### config.mk
export PLATFORM = sky130hd
export DESIGN_NAME = cpuclk_ctrl_regs
export DESIGN_NICKNAME = d
export VERILOG_FILES = /design/src/rtl/cpuclk_pkg.sv /design/src/rtl/cpuclk_settle_timer.sv /design/src/rtl/cpuclk_div_field.sv /design/src/rtl/cpuclk_ctrl_regs.sv
export SDC_FILE = /design/constraint.sdc
export NUM_CORES = 1
export LEC_CHECK = 0
export ABC_AREA = 1
export BUFFER_PORTS_ARGS = -buffer_cell sky130_fd_sc_hd__buf_2
export CAP_MARGIN = 10
export CORE_ASPECT_RATIO = 0.7
export CORE_MARGIN = 4
export CORE_UTILIZATION = 35
export CTS_BUF_LIST = sky130_fd_sc_hd__clkbuf_4
export CTS_CLUSTER_DIAMETER = 60
export DETAILED_ROUTE_END_ITERATION = 8
export MAX_ROUTING_LAYER = met4
export PLACE_DENSITY = 0.62
export SYNTH_ARGS = -nofsm -noshare
export SYNTH_HDL_FRONTEND = slang
export SYNTH_SLANG_ARGS = --single-unit
### constraint.sdc
create_clock -name clk -period 2.17 [get_ports clk]
set_input_delay 0.217 -clock clk [delete_from_list [all_inputs] [get_ports clk]]
set_output_delay 0.217 -clock clk [all_outputs]
set_load 0.02 [all_outputs]
### src/rtl/cpuclk_pkg.sv
package cpuclk_pkg;

  localparam int RATIO_W    = 3;
  localparam int NUM_FIELDS = 4;

  // Offsets that a sequencer decodes
  localparam logic [11:0] OFS_SRC_SEL  = 12'h200;
  localparam logic [11:0] OFS_SRC_STAT = 12'h400;
  localparam logic [11:0] OFS_RATIO_A  = 12'h500;
  localparam logic [11:0] OFS_RATIO_B  = 12'h504;
  localparam logic [11:0] OFS_BUSY_A   = 12'h600;
  localparam logic [11:0] OFS_BUSY_B   = 12'h604;

  localparam int SRC_BIT      = 16;
  localparam int SRC_CODE_LSB = 16;

  typedef enum logic [2:0] {
    SRC_CODE_MAIN   = 3'd1,
    SRC_CODE_ALT    = 3'd2,
    SRC_CODE_MOVING = 3'd4
  } src_code_e;

  // Status code for the source mux
  function automatic src_code_e src_code(input logic moving, input logic alt);
    if (moving)   return SRC_CODE_MOVING;
    else if (alt) return SRC_CODE_ALT;
    else          return SRC_CODE_MAIN;
  endfunction

  // Field 0 core, 1 trace bus (register A); 2 copy, 3 perf monitor (register B)
  function automatic logic field_in_a(input int idx);
    return idx < 2;
  endfunction

  function automatic int field_lsb(input int idx);
    case (idx)
      0:       return 0;
      1:       return 16;
      2:       return 0;
      default: return 4;
    endcase
  endfunction

endpackage

### src/rtl/cpuclk_settle_timer.sv
module cpuclk_settle_timer #(
  parameter int SETTLE = 4
) (
  input  logic clk,
  input  logic rst_n,
  input  logic load,
  output logic busy
);
  localparam int CW = $clog2(SETTLE + 1);

  logic [CW-1:0] cnt;

  always_ff @(posedge clk or negedge rst_n) begin
    if (!rst_n)          cnt <= '0;
    else if (load)       cnt <= CW'(SETTLE);
    else if (cnt != '0)  cnt <= cnt - 1'b1;
  end

  assign busy = (cnt != '0);

  AST_LOAD_THEN_BUSY: assert property (@(posedge clk) disable iff (!rst_n)
    load |=> busy);
  AST_IDLE_STAYS_IDLE: assert property (@(posedge clk) disable iff (!rst_n)
    (!busy && !load) |=> !busy);

endmodule

### src/rtl/cpuclk_div_field.sv
module cpuclk_div_field #(
  parameter int SETTLE = 6,
  parameter int W      = 3
) (
  input  logic         clk,
  input  logic         rst_n,
  input  logic         wr_hit,
  input  logic [W-1:0] wr_val,
  output logic [W-1:0] ratio,
  output logic         busy
);
  logic field_changed;
  logic restart;

  assign field_changed = wr_hit && (wr_val != ratio);
  assign restart       = field_changed || (wr_hit && busy);

  always_ff @(posedge clk or negedge rst_n) begin
    if (!rst_n)      ratio <= '0;
    else if (wr_hit) ratio <= wr_val;
  end

  cpuclk_settle_timer #(.SETTLE(SETTLE)) u_timer (
    .clk  (clk),
    .rst_n(rst_n),
    .load (restart),
    .busy (busy)
  );

  AST_RATIO_HOLD: assert property (@(posedge clk) disable iff (!rst_n)
    !wr_hit |=> $stable(ratio));
  AST_SAME_VALUE_IDLE: assert property (@(posedge clk) disable iff (!rst_n)
    (wr_hit && !busy && (wr_val == ratio)) |=> !busy);

endmodule

### src/rtl/cpuclk_ctrl_regs.sv
module cpuclk_ctrl_regs
  import cpuclk_pkg::*;
#(
  parameter int ADDR_W     = 12,
  parameter int DATA_W     = 32,
  parameter int MUX_SETTLE = 4,
  parameter int DIV_SETTLE = 6
) (
  input  logic              clk,
  input  logic              rst_n,
  input  logic              wr_en,
  input  logic [ADDR_W-1:0] addr,
  input  logic [DATA_W-1:0] wr_data,
  output logic [DATA_W-1:0] rd_data
);

  // Decoded events, named for the assertions
  logic sel_wr, ratio_a_wr, ratio_b_wr, src_flip;
  logic addr_mapped;
  logic src_alt, mux_moving;
  logic [2:0] src_stat_code;

  assign sel_wr     = wr_en && (addr == ADDR_W'(OFS_SRC_SEL));
  assign ratio_a_wr = wr_en && (addr == ADDR_W'(OFS_RATIO_A));
  assign ratio_b_wr = wr_en && (addr == ADDR_W'(OFS_RATIO_B));
  assign src_flip   = sel_wr && (wr_data[SRC_BIT] != src_alt);

  assign addr_mapped = (addr == ADDR_W'(OFS_SRC_SEL))  || (addr == ADDR_W'(OFS_SRC_STAT)) ||
                       (addr == ADDR_W'(OFS_RATIO_A))  || (addr == ADDR_W'(OFS_RATIO_B))  ||
                       (addr == ADDR_W'(OFS_BUSY_A))   || (addr == ADDR_W'(OFS_BUSY_B));

  always_ff @(posedge clk or negedge rst_n) begin
    if (!rst_n)      src_alt <= 1'b0;
    else if (sel_wr) src_alt <= wr_data[SRC_BIT];
  end

  cpuclk_settle_timer #(.SETTLE(MUX_SETTLE)) u_mux_timer (
    .clk  (clk),
    .rst_n(rst_n),
    .load (src_flip),
    .busy (mux_moving)
  );

  assign src_stat_code = src_code(mux_moving, src_alt);

  // Ratio fields
  logic [RATIO_W-1:0]    f_ratio [NUM_FIELDS];
  logic [NUM_FIELDS-1:0] f_busy;

  for (genvar g = 0; g < NUM_FIELDS; g++) begin : g_field
    localparam int LSB = field_lsb(g);
    logic hit;
    assign hit = field_in_a(g) ? ratio_a_wr : ratio_b_wr;

    cpuclk_div_field #(.SETTLE(DIV_SETTLE), .W(RATIO_W)) u_field (
      .clk   (clk),
      .rst_n (rst_n),
      .wr_hit(hit),
      .wr_val(wr_data[LSB +: RATIO_W]),
      .ratio (f_ratio[g]),
      .busy  (f_busy[g])
    );
  end

  // Read words
  logic [DATA_W-1:0] ratio_word_a, ratio_word_b, busy_word_a, busy_word_b;
  logic [DATA_W-1:0] sel_word, stat_word;

  always_comb begin
    ratio_word_a = '0;
    ratio_word_b = '0;
    busy_word_a  = '0;
    busy_word_b  = '0;
    for (int i = 0; i < NUM_FIELDS; i++) begin
      if (field_in_a(i)) begin
        ratio_word_a[field_lsb(i) +: RATIO_W] = f_ratio[i];
        busy_word_a[field_lsb(i)]             = f_busy[i];
      end else begin
        ratio_word_b[field_lsb(i) +: RATIO_W] = f_ratio[i];
        busy_word_b[field_lsb(i)]             = f_busy[i];
      end
    end
    sel_word                           = '0;
    sel_word[SRC_BIT]                  = src_alt;
    stat_word                          = '0;
    stat_word[SRC_CODE_LSB +: 3]       = src_stat_code;
  end

  always_comb begin
    rd_data = '0;
    if (addr == ADDR_W'(OFS_SRC_SEL))       rd_data = sel_word;
    else if (addr == ADDR_W'(OFS_SRC_STAT)) rd_data = stat_word;
    else if (addr == ADDR_W'(OFS_RATIO_A))  rd_data = ratio_word_a;
    else if (addr == ADDR_W'(OFS_RATIO_B))  rd_data = ratio_word_b;
    else if (addr == ADDR_W'(OFS_BUSY_A))   rd_data = busy_word_a;
    else if (addr == ADDR_W'(OFS_BUSY_B))   rd_data = busy_word_b;
  end

  logic unused_wdata;
  assign unused_wdata = ^wr_data;

  AST_SRC_CODE_ONEHOT: assert property (@(posedge clk) disable iff (!rst_n)
    $onehot(src_stat_code));
  AST_SRC_HOLD: assert property (@(posedge clk) disable iff (!rst_n)
    !sel_wr |=> $stable(src_alt));
  AST_MOVE_NEEDS_FLIP: assert property (@(posedge clk) disable iff (!rst_n)
    $rose(mux_moving) |-> $past(src_flip));
  AST_UNMAPPED_READ_ZERO: assert property (@(posedge clk) disable iff (!rst_n)
    !addr_mapped |-> (rd_data == '0));

endmodule

==> results.md <==
* Mapped Avg Cell Area at between 7 and 8 um2
* MaxCap Viol Count at 0
* VDD IR max at 0.000453 V
* Residual DRC count at 0
* Reg clk slew, reported paths at between 0.15 and 0.2 ns
* Ant. Diodes at 0
* Share of cells above drive strength 1 at 0.158
* CP Class: register to primary output
* Seq/Total Area, Yosys at 0.356
* Wire per inst at approximately 11 um
* Mapped cell area at a little under 2000 um2
* Port bufs at 32
* Worst EP required at 1.95 ns
* WP data arrival at roughly 1.7 ns
* Met1 usage at 0.159
* Post-Route Setup TNS at 0 ns
* Yosys cell types at 27
* Vias in the first global route at 1508
* Die Y at 70.7 um
* Commonest non-fill, non-tap cell in the layout: nand2_1
* Die X-Extent at 97.6 um
* Post-Synth Simple-Gate Area at 0.230
* Via count at 1569
* Fin. max-slew vios at 0
* Worst Tran Pin Value at about 0.64 ns
* IO Count at a little under 80
* Total CTS buffers at 3
* GRT overflow at 0
* Largest net degree at the start of global routing at 29
* Mux contribution to synthesized area at 0.00509
* Routed wire length at roughly 4000 um
* Synth Area in XOR/XNOR at 0.0623
* Hold Fails Final Rpt at 0
* Final #Nets at 350
* Adder-Cell Fraction of Synth Area at 0.0636
* Initial core utilization at 0.368
* Avg Vias per Cell at ~4.3
* CTS Sinks at 28
* Die area at a little under 7000 um2
* CTS max path bufs at 2
* CP Capture Type: primary output
* Post-Syn Instances at around 260
* First-pass DRT Iterations at 4
* Initial antenna violation count at 0
* Gp weighted congestion at between 0.7 and 0.8
* Area Overhead vs Synth at 8.84%
* Busiest grt layer: met2
* HPWL Detailed at 3210 um
* Fin crit share at 0.892
* Final setup viols at 0
* Starting DRT DRC Count at between 40 and 50
* Met2 Use GR at 0.201
* Startpoint class of the critical path: register
* Power per Cell Area at roughly 830 nW/um2
* Post-DRT Antenna Nets at 0
* Leakage at roughly 0.0012 uW
* Number of synthesized register bits at 28
* Status: finished clean
* Relative slew slack at 0.570
* Worst-path fanout max at 5
* Power, Total at between 1500 and 2000 uW
* Final min period at 1.94 ns
* GRT Total Usage at 0.123
* Cts repair resizes at 0
* Main combinational cell family by area after synthesis: simple AND/OR/NAND/NOR gates
* Yosys warning count at 0
* Rows at 22
* Max Freq at between 500 and 600 MHz
* Root Buffer: clkbuf_4
* Layout Skew at between 0.015 and 0.02 ns
* H-tree levels at 1
* RSZ-0062 raised after global routing: no
* Met3 Usage GRT at 0.0286
* Synth Area in Compound Gates at 0.105
* Most frequent cells in the layout: nand2_1 (52), inv_1 (38), buf_2 (32)
* Core Region at about 5300 um2
* Global-route wire length before repair at just under 7000 um
* TritonCTS clock tree: built
* Worst min path class: input pin to register
* Skew-Pair Late Insertion Delay at between 0.3 and 0.4 ns
==> per-stage QoR <==
step / setup WS [ns] / util / std cells / cell area [um2] / hold WS [ns]
2_1_floorplan: 0.746 / - / 280 / 2050 / -0.0786
3_3_place_gp: 0.565 / 0.394 / 359 / 2100 / 0.288
3_5_place_dp: 0.538 / 0.394 / 359 / 2100 / 0.283
4_1_cts: 0.215 / 0.401 / 364 / 2140 / 0.109
5_1_grt: 0.0623 / 0.401 / 364 / 2140 / 0.0947
6_report: 0.233 / 0.401 / 364 / 2140 / 0.116
==> final cells by class <==
cell class / count / area, um2
clock buffer: 3 / 22.5
tap: 72 / 90.1
multi-input combinational: 187 / 1000
inverter: 40 / 150
timing repair buffer: 33 / 170
clock inverter: 1 / 3.75
sequential: 28 / 701
fill: 591 / 3200
==> final timing paths <==
kind	startpoint	endpoint	slack, ns	depth (start not counted)
setup / recovery	g_field[1].u_field.u_timer.cnt[0]	rd_data[16]	0.23	7
hold / removal	wr_data[5]	g_field[3].u_field.ratio[1]	0.12	3
setup reg to reg	g_field[1].u_field.u_timer.cnt[0]	g_field[1].u_field.u_timer.cnt[0]	0.61	8
hold reg to reg	g_field[3].u_field.u_timer.cnt[1]	g_field[3].u_field.u_timer.cnt[1]	0.53	2
max in group asynchronous	rst_n	g_field[3].u_field.ratio[2]	1.33	2
min in group asynchronous	rst_n	g_field[1].u_field.ratio[1]	0.41	2
==> routing by layer <==
metal,routed length [um],up-vias
met3,175,2
met1,1960,708
met2,1830,32
met5,0,-
met4,19,0
li1,-,827
==> critical path, stage by stage (launching register included) <==
cell,delay (ns)
dfrtp_1,0.41
inv_1,0.09
ha_1,0.14
inv_1,0.04
nor2_1,0.28
nand3b_1,0.16
nand4_1,0.10
buf_2,0.17
==> flip-flops by register name (all words and copies together), names as in the netlist <==
signal	flops
g_field.u_field.ratio	12
src_alt	1
g_field.u_field.u_timer.cnt	12
u_mux_timer.cnt	3
==> synthesized netlist by cell type <==
| cell | number | share of area |
|---|---|---|
| nand2_1 | 52 | 0.099 |
| inv_1 | 38 | 0.073 |
| dfrtp_1 | 28 | 0.36 |
| buf_4 | 23 | 0.088 |
| o21ai_0 | 23 | 0.059 |
| nor2_1 | 22 | 0.042 |
| nand3_1 | 12 | 0.031 |
| ha_1 | 10 | 0.064 |
| a21oi_1 | 8 | 0.020 |
| xnor2_1 | 7 | 0.031 |
| xor2_1 | 7 | 0.031 |
| nor2_4 | 4 | 0.023 |
| o21ai_1 | 3 | 0.0076 |
| o21bai_1 | 3 | 0.011 |
| buf_6 | 2 | 0.011 |
| inv_2 | 2 | 0.0038 |
| nand4_1 | 2 | 0.0064 |
| nor3_1 | 2 | 0.0051 |
| or2_2 | 2 | 0.0064 |
| conb_1 | 1 | 0.0019 |
| mux2i_1 | 1 | 0.0051 |
| nand2_2 | 1 | 0.0032 |
| nand2_4 | 1 | 0.0057 |
| nand3_2 | 1 | 0.0051 |
| nand3b_1 | 1 | 0.0038 |
| o211ai_1 | 1 | 0.0038 |
| o22ai_1 | 1 | 0.0032 |
==> power breakdown <==
group          leakage [uW]  internal, uW  switching (uW)
Combinational      0.000848           338             472
Sequential         0.000318           678            66.4
Clock             0.0000154          67.7             160
Total               0.00118          1080             699
==> cells by family after synthesis <==
group | count (synthesis)
AO/OA/AOI/OAI | 39
XOR/XNOR | 14
adder cells (fa/ha/maj) | 10
buffers and inverters | 65
flip-flops | 28
multiplexers | 1
other | 1
AND/OR/NAND/NOR | 100
==> repair_timing <==
action | CTS | global route
endpoints found under the hold margin | 28 | 0
hold buffers | 1 | 0
buffers inserted | 0 | 0
No activity file was read; power rests on OpenSTA's default activity.
